## src/rtl/depu_pkg.sv

```systemverilog
package depu_pkg;
    localparam int RATE_W = 3;
    localparam int COL_W  = 3;
    localparam int MAX_COLS = 8;

    // Number of pattern columns for a rate code; code 7 falls back to rate 1/2.
    function automatic logic [COL_W-1:0] depu_period(input logic [RATE_W-1:0] r);
        logic [COL_W-1:0] p;
        if (r == RATE_W'(7)) p = COL_W'(1);
        else                 p = COL_W'(r) + COL_W'(1);
        return p;
    endfunction
endpackage

```

## src/rtl/depu_pattern.sv

```systemverilog
module depu_pattern
    import depu_pkg::*;
(
    input  logic [RATE_W-1:0] rate,
    input  logic [COL_W-1:0]  col,
    output logic              take_ca,
    output logic              take_cb,
    output logic              last_col
);
    // Masks hold column c in bit c (the leftmost pattern character is bit 0).
    logic [MAX_COLS-1:0] mask_a;
    logic [MAX_COLS-1:0] mask_b;

    always_comb begin
        case (rate)
            3'd1:    begin mask_a = 8'b0000_0001; mask_b = 8'b0000_0011; end
            3'd2:    begin mask_a = 8'b0000_0101; mask_b = 8'b0000_0011; end
            3'd3:    begin mask_a = 8'b0000_0001; mask_b = 8'b0000_1111; end
            3'd4:    begin mask_a = 8'b0001_0101; mask_b = 8'b0000_1011; end
            3'd5:    begin mask_a = 8'b0010_1001; mask_b = 8'b0001_0111; end
            3'd6:    begin mask_a = 8'b0010_1111; mask_b = 8'b0101_0001; end
            default: begin mask_a = 8'b0000_0001; mask_b = 8'b0000_0001; end
        endcase
        take_ca  = mask_a[col];
        take_cb  = mask_b[col];
        last_col = (col == depu_period(rate) - COL_W'(1));
    end
endmodule

```

## src/rtl/depu_pair_reg.sv

```systemverilog
module depu_pair_reg #(
    parameter int W = 10
) (
    input  logic         clk,
    input  logic         rst_n,
    input  logic         load,
    input  logic [W-1:0] load_data,
    input  logic         out_ready,
    output logic         out_valid,
    output logic [W-1:0] out_data,
    output logic         slot_free
);
    typedef struct packed {
        logic         valid;
        logic [W-1:0] data;
    } slot_t;

    slot_t slot_d, slot_q;

    always_comb begin
        slot_d = slot_q;
        if (load) begin
            slot_d.valid = 1'b1;
            slot_d.data  = load_data;
        end else if (out_ready) begin
            slot_d.valid = 1'b0;
        end
    end

    always_ff @(posedge clk) begin
        if (!rst_n) slot_q <= '0;
        else        slot_q <= slot_d;
    end

    assign out_valid = slot_q.valid;
    assign out_data  = slot_q.data;
    assign slot_free = !slot_q.valid || out_ready;

    // a pair that was not taken is offered again without change.
    assert_hold_stall_R9: assert property (@(posedge clk) disable iff (!rst_n)
        (out_valid && !out_ready) |=> (out_valid && $stable(out_data)));
endmodule

```

## src/rtl/depuncture_top.sv

```systemverilog
module depuncture_top
    import depu_pkg::*;
#(
    parameter int SOFT_W = 3
) (
    input  logic                clk,
    input  logic                rst_n,
    input  logic [RATE_W-1:0]   rate_sel,
    input  logic                in_valid,
    output logic                in_ready,
    input  logic [SOFT_W-1:0]   in_sym,
    input  logic                in_sop,
    input  logic                in_eop,
    output logic                out_valid,
    input  logic                out_ready,
    output logic [SOFT_W-1:0]   out_ca,
    output logic                out_ca_erased,
    output logic [SOFT_W-1:0]   out_cb,
    output logic                out_cb_erased,
    output logic                out_sop,
    output logic                out_eop
);
    typedef struct packed {
        logic              sop;
        logic              eop;
        logic              ca_era;
        logic [SOFT_W-1:0] ca;
        logic              cb_era;
        logic [SOFT_W-1:0] cb;
    } pair_t;

    localparam int PAIR_W = $bits(pair_t);

    typedef struct packed {
        logic [RATE_W-1:0] rate;
        logic [COL_W-1:0]  col;
        logic              have_ca;
        logic [SOFT_W-1:0] ca_sym;
        logic              sop_hold;
    } state_t;

    state_t st_d, st_q;

    logic              fire;
    logic              slot_free;
    logic [RATE_W-1:0] eff_rate;
    logic [COL_W-1:0]  eff_col;
    logic              eff_have;
    logic              take_ca, take_cb, last_col;
    logic              emit;
    pair_t             pair_new;
    logic [PAIR_W-1:0] pair_out;

    assign eff_rate = in_sop ? rate_sel : st_q.rate;
    assign eff_col  = in_sop ? '0 : st_q.col;
    assign eff_have = in_sop ? 1'b0 : st_q.have_ca;

    depu_pattern u_pattern (
        .rate     (eff_rate),
        .col      (eff_col),
        .take_ca  (take_ca),
        .take_cb  (take_cb),
        .last_col (last_col)
    );

    assign in_ready = slot_free;
    assign fire     = in_valid && in_ready;

    always_comb begin
        st_d     = st_q;
        emit     = 1'b0;
        pair_new = '0;
        if (fire) begin
            if (in_sop) st_d.rate = rate_sel;
            if (take_ca && take_cb && !eff_have && !in_eop) begin
                // first half of a two-symbol column: hold it
                st_d.have_ca  = 1'b1;
                st_d.ca_sym   = in_sym;
                st_d.sop_hold = in_sop;
                st_d.col      = eff_col;
            end else begin
                emit         = 1'b1;
                pair_new.eop = in_eop;
                if (take_ca && take_cb && eff_have) begin
                    pair_new.ca  = st_q.ca_sym;
                    pair_new.cb  = in_sym;
                    pair_new.sop = st_q.sop_hold;
                end else if (take_ca) begin
                    // single-symbol column, or packet ended on a first branch
                    pair_new.ca     = in_sym;
                    pair_new.cb_era = 1'b1;
                    pair_new.sop    = in_sop;
                end else begin
                    pair_new.ca_era = 1'b1;
                    pair_new.cb     = in_sym;
                    pair_new.sop    = in_sop;
                end
                st_d.have_ca  = 1'b0;
                st_d.sop_hold = 1'b0;
                st_d.col      = (last_col || in_eop) ? '0 : eff_col + COL_W'(1);
            end
        end
    end

    always_ff @(posedge clk) begin
        if (!rst_n) st_q <= '0;
        else        st_q <= st_d;
    end

    depu_pair_reg #(.W(PAIR_W)) u_out (
        .clk       (clk),
        .rst_n     (rst_n),
        .load      (emit),
        .load_data (pair_new),
        .out_ready (out_ready),
        .out_valid (out_valid),
        .out_data  (pair_out),
        .slot_free (slot_free)
    );

    pair_t pair_view;
    assign pair_view     = pair_t'(pair_out);
    assign out_sop       = pair_view.sop;
    assign out_eop       = pair_view.eop;
    assign out_ca        = pair_view.ca;
    assign out_ca_erased = pair_view.ca_era;
    assign out_cb        = pair_view.cb;
    assign out_cb_erased = pair_view.cb_era;

    // erased positions carry an all-zero data field.
    assert_erased_ca_zero_R4: assert property (@(posedge clk) disable iff (!rst_n)
        (out_valid && out_ca_erased) |-> (out_ca == '0));
    assert_erased_cb_zero_R4: assert property (@(posedge clk) disable iff (!rst_n)
        (out_valid && out_cb_erased) |-> (out_cb == '0));
    // no pair is made of two removed positions.
    assert_one_real_R2: assert property (@(posedge clk) disable iff (!rst_n)
        out_valid |-> !(out_ca_erased && out_cb_erased));
    // the opening pair of a packet starts on a sent first branch.
    assert_sop_real_ca_R8: assert property (@(posedge clk) disable iff (!rst_n)
        (out_valid && out_sop) |-> !out_ca_erased);
    // no input is taken while a pair waits on a stalled output.
    assert_stall_blocks_input_R9: assert property (@(posedge clk) disable iff (!rst_n)
        (out_valid && !out_ready) |-> !in_ready);
    // the column index stays inside the pattern of the latched rate.
    assert_col_in_range_R10: assert property (@(posedge clk) disable iff (!rst_n)
        st_q.col < depu_period(st_q.rate));
endmodule

```

## config.mk

```make
export PLATFORM = sky130hd
export DESIGN_NAME = depuncture_top
export DESIGN_NICKNAME = d
export VERILOG_FILES = /design/src/rtl/depu_pkg.sv /design/src/rtl/depu_pattern.sv /design/src/rtl/depu_pair_reg.sv /design/src/rtl/depuncture_top.sv
export SDC_FILE = /design/constraint.sdc
export NUM_CORES = 1
export LEC_CHECK = 0
export ABC_AREA = 1
export BUFFER_PORTS_ARGS = -buffer_cell sky130_fd_sc_hd__buf_2
export CAP_MARGIN = 5
export CORE_UTILIZATION = 50
export DETAILED_ROUTE_END_ITERATION = 12
export GPL_TIMING_DRIVEN = 0
export PLACE_DENSITY = 0.75
export SYNTH_ARGS = -nofsm -noshare
export SYNTH_HDL_FRONTEND = slang
export SYNTH_SLANG_ARGS = --single-unit
```

## constraint.sdc

```tcl
create_clock -name clk -period 2.4 [get_ports clk]
set_input_delay 0.36 -clock clk [delete_from_list [all_inputs] [get_ports clk]]
set_output_delay 0.36 -clock clk [all_outputs]
set_load 0.1 [all_outputs]
```

# Yosys cells after proc, flatten, opt, wreduce, memory -nomap -nowiden

Index checks and enable logic that the tools add are counted.

Word-level logic and storage cells: 59
Flip-flop bits (word level): 22

Reduce and logical (&&, ||, !) cells: 13
$lt $le $gt $ge: 1
Multiplexer cells: 27
Equal/unequal tests: 8
Add/subtract/negate cells: 3

Operators with widths:

| cell                  | count |
|---|---|
| $pmux W7 S5           | 1 |
| $pmux W6 S4           | 1 |
| $mux W3               | 7 |
| $mux W10              | 2 |
| $eq A3 B3 Y1 const B  | 4 |
| $mux W1               | 12 |
| $mux W4               | 2 |
| $add A3 B1 Y3 const B | 2 |
| $bmux W1 S3           | 2 |
| $eq A3 B2 Y1 const B  | 2 |
| $logic_and A1 B1 Y1   | 5 |
| $lt A3 B4 Y1 const B  | 1 |
| $eq A3 B1 Y1 const B  | 1 |
| $eq A3 B3 Y1          | 1 |
| $logic_not A1 Y1      | 3 |
| $sub A3 B1 Y3 const B | 1 |
| $logic_or A1 B1 Y1    | 2 |
| $reduce_and A2 Y1     | 1 |
| $reduce_bool A2 Y1    | 1 |
| $reduce_or A2 Y1      | 1 |

# Depth between registers and ports, before layout

Depth after elaboration: 12
Depth in mapped cells: 20

# Modules after synthesis

A second synthesis with hierarchy kept.

Cells, all modules: 208
Area total of the unflattened synthesis: 1381.3 µm²

By module, submodules not included:

| module         | instances | area an instance (µm²) | cells each |
|---|---|---|---|
| depuncture_top | 1         | 650.6                  | 100 |
| depu_pair_reg  | 1         | 392.9                  | 49 |
| depu_pattern   | 1         | 337.8                  | 59 |

# Worst setup path after synthesis

OpenSTA, ideal clock, no wires.

Path type: register to register
Start: register u_out.slot_q, in the netlist u_out.out_valid
End: register st_q[6] (netlist name)
Data required time: 2.290 ns
Path buffers: 1
Arrival: 2.570 ns
Setup slack: -0.280 ns
Stages on the path, launching flop included: 9
Path through: dfxtp_1 > nand2_1 > nand2_1 > inv_1 > buf_1 > nand3_1 > nand3_1 > nand2_1 > inv_1

Word-level cells in the longest chain between the ends: 3

Ends and longest elaborated chain:

| item                     | RTL line              | RTL |
|---|---|---|
| start: declaration       | depu_pair_reg.sv:18   | `slot_t slot_d, slot_q;` |
| start signal: assignment | depu_pair_reg.sv:32   | `else slot_q <= slot_d;` |
| $logic_not A1 Y1         | depu_pair_reg.sv:37   | `assign slot_free = !slot_q.valid \|\| out_ready;` |
| $logic_or A1 B1 Y1       | depu_pair_reg.sv:37   |  |
| net in_ready             | depuncture_top.sv:10  | `output logic in_ready,` |
| $logic_and A1 B1 Y1      | depuncture_top.sv:67  | `assign fire = in_valid && in_ready;` |
| end signal: assignment   | depuncture_top.sv:107 | `else st_q <= st_d;` |
| end: declaration         | depuncture_top.sv:42  | `state_t st_d, st_q;` |

The timed path passes the listed nets, and every way through them passes these cells.
A chain may end at the register's enable or synchronous reset.

# Worst setup path in the final report

Start: register st_q[8] (netlist name)
End: register st_q[6] (netlist name)

Word-level cells in the longest chain between the ends: 10
Elaborated cells between the ends (all ways): 25
Those cells by class: add/sub: 2; eq/ne: 8; mux: 10; reduce/logical: 5

Ends and longest elaborated chain:

| item                                                                  | RTL line             | RTL |
|---|---|---|
| $mux W3 *                                                             | --                   |  |
| net eff_rate[0]                                                       | depuncture_top.sv:46 | `logic [RATE_W-1:0] eff_rate;` |
| parallel branches: the longest is 8 deep, another holds $add A3 B1 Y3 | --                   |  |
| $mux W4 *                                                             | depuncture_top.sv:75 | `if (take_ca && take_cb && !eff_have && !in_eop) begin` |

Mark *: on every way through the listed nets, which the timed path passes. The select of a mux whose other input is x is not followed.

==> impl_metrics.ini <==
[cts]
clock_latency_ns = 0.31
cts-htree-levels = 1
clockBufferDepth = 2
cts_buffers = 3
path_clk_slew_ns = 0.12
clock_sinks = 22
cts_tree = done
cts-root-buf = clkbuf_4

[pwr]
leakage_nw = 0.888
ir_drop_mv = 0.325
powerDensity_nw_per_um2 = 531
finalPower_uw = 926

[logic_synthesis]
synthTopCellsByArea = dfxtp_1, nand2_1, nand3_1, inv_1, ha_1
synthTopCellsByCount = nand2_1, inv_1, nand3_1, dfxtp_1
synth-seq-area-share = 0.292
synth_largest_area_cell = dfxtp_1
yosys_warnings = 0
synth_edf_count = 0
synth-seq-cells = 22
syn_area_per_cell_um2 = 6.98
synth_ff_type = dfxtp_1
synth.top_cell.area_share = 0.292
synth.distinct_cells = 28
ys_async_sr_fraction = 0
synth.most_common_cell = nand2_1
syn_area_um2 = 1510
synth_fp_nets = 235
syn_inst = 216

[final_layout]
nets = 264
antennaDiodeCount = 0
syn2layout_area_growth_pct = 15.7
design_area_um2 = 1740
final_layout_size_suffix_gt1_frac = 0.266

[detailed_routing]
drc_errors = 0
routed-via-count = 1412
drt-total-wl_um = 3180
wl_per_cell_um = 11.6
ant_nets = 0
via_per_inst = 5.13
drt_pass1_iterations = 4
drt-initial-drc-count = 43

[critical_path]
slowest_stage = dfxtp_2
worstPathCellList = inv_1 > nand2_1 > nand2_2 > inv_2 > ha_4 > ha_1 > inv_1 > nand2_1 > inv_2 > ha_4 > xnor2_2 > xor2_1 > nand4_1 > nand2_1 > nor2_1 > nand3_1 > nand3_1 > nand2_1 > inv_1
slowest_delay_ns = 0.34
crit_type = register to register
critPathRequiredTime_ns = 2.63
crit_top_cell = nand2_1
cp_data_arrival_time_ns = 2.48
setup.worst_path.start_class = register
crit_path_end_kind = register
critPathMaxFanout = 4

[grt]
grt_pass1_wl_um = 5420
first_global_vias = 1229
overflow = 0
antenna_found_initial = 0
grt_max_degree = 13
track_usage = 0.209

[sta]
period_needed_ns = 2.26
slew_headroom = 0.678
setup_tns_ns = 0
min_period_over_period = 0.940
finalClockSkew_ns = 0.00527
hold_viol_final = 0
tightest_slew_ns = 0.483
clock.fmax_mhz = 443
drv_slew = 0
setup-violations-final = 0

[floorplanning]
die_width_um = 56.9
ios = 24
design.die.area_um2 = 3240
core_area_um2 = 2810
die_h_um = 56.9
rows = 19
start_util = 0.537

[min_path]
hp-class = primary input to register

[status]
outcome = complete, no violations

[placement]
placed_cell_area_um2 = 1660
io_buffers = 22
hpwl_um = 2340
gp_congestion = 0.831

[flow_run]
maxCapViolCount = 0
==> per-stage QoR <==
stage | worst slack (ns) | cells | util | hold WS, ns
floorplan | 0.0351 | 216 | - | 0.427
global placement | -0.124 | 269 | 0.591 | 0.438
detailed placement | -0.153 | 269 | 0.591 | 0.445
CTS | 0.0695 | 273 | 0.604 | 0.290
global route | -0.0524 | 275 | 0.622 | 0.287
finish | 0.144 | 275 | 0.622 | 0.293
==> per-layer routing <==
metal	routed length, um	track usage
met4	52	0.0418
met5	0	0
met1	1460	0.291
met2	1500	0.333
met3	166	0.0438
==> cell families (layout without fill, tap and decap cells) <==
logic type	count (synthesis)	in the layout	share of synthesized area
simple gates	117	117	0.410
buf+inv	37	65	0.116
compound gates	30	30	0.106
flops	22	22	0.292
fa+ha+maj	7	7	0.0581
xor+xnor	3	3	0.0174
==> timing repair <==
action,CTS,global route
hold buffers,0,0
endpoints found under the setup margin,0,3
buffers inserted,0,2
endpoints found under the hold margin,0,0
resized for setup,0,8
==> cells in the final DEF (no fill, tap or decap), types with 7 or more instances in the layout <==
master and n:
inv_1 23, o21ai_0 9, nor2_1 17, nand3_1 24
nand2_1 51, nand2_4 7, nand2_2 7, dfxtp_1 21
a21oi_1 17, buf_2 23
==> worst paths after layout <==
kind | start | end | slack (ns) | cells past startpoint
setup / recovery | st_q[8] | st_q[6] | 0.14 | 19
hold / removal | in_sym[0] | u_out.out_data[0] | 0.29 | 3
setup reg to reg | st_q[8] | st_q[6] | 0.14 | 19
hold reg to reg | st_q[4] | st_q[4] | 0.46 | 2
==> report_power, final <==
part | internal, mW | switching, mW | total (mW)
registers | 0.387 | 0.0113 | 0.399
logic | 0.0980 | 0.223 | 0.321
clock network | 0.0927 | 0.114 | 0.206
==> critical path: cells and delay by family (launching register included) <==
family        cells  cell delay [ns]
buf+inv           5             0.29
xor+xnor          2             0.31
fa+ha+maj         3             0.46
flops             1             0.34
simple gates      9             0.76
==> flip-flops by register name, summed over array words and instances (netlist names) <==
name             cells
u_out.out_valid      1
u_out.out_data      10
st_q                11
==> cell type report <==
type                            count  area (um2)
Fill cell                         270        1060
Multi-Input combinational cell    157         927
Sequential cell                    22         442
Inverter                           31         129
Timing Repair Buffer               24         125
Buffer                              6        46.3
Tap cell                           31        38.8
Clock buffer                        4        36.3
No activity file was read; power rests on OpenSTA's default activity.
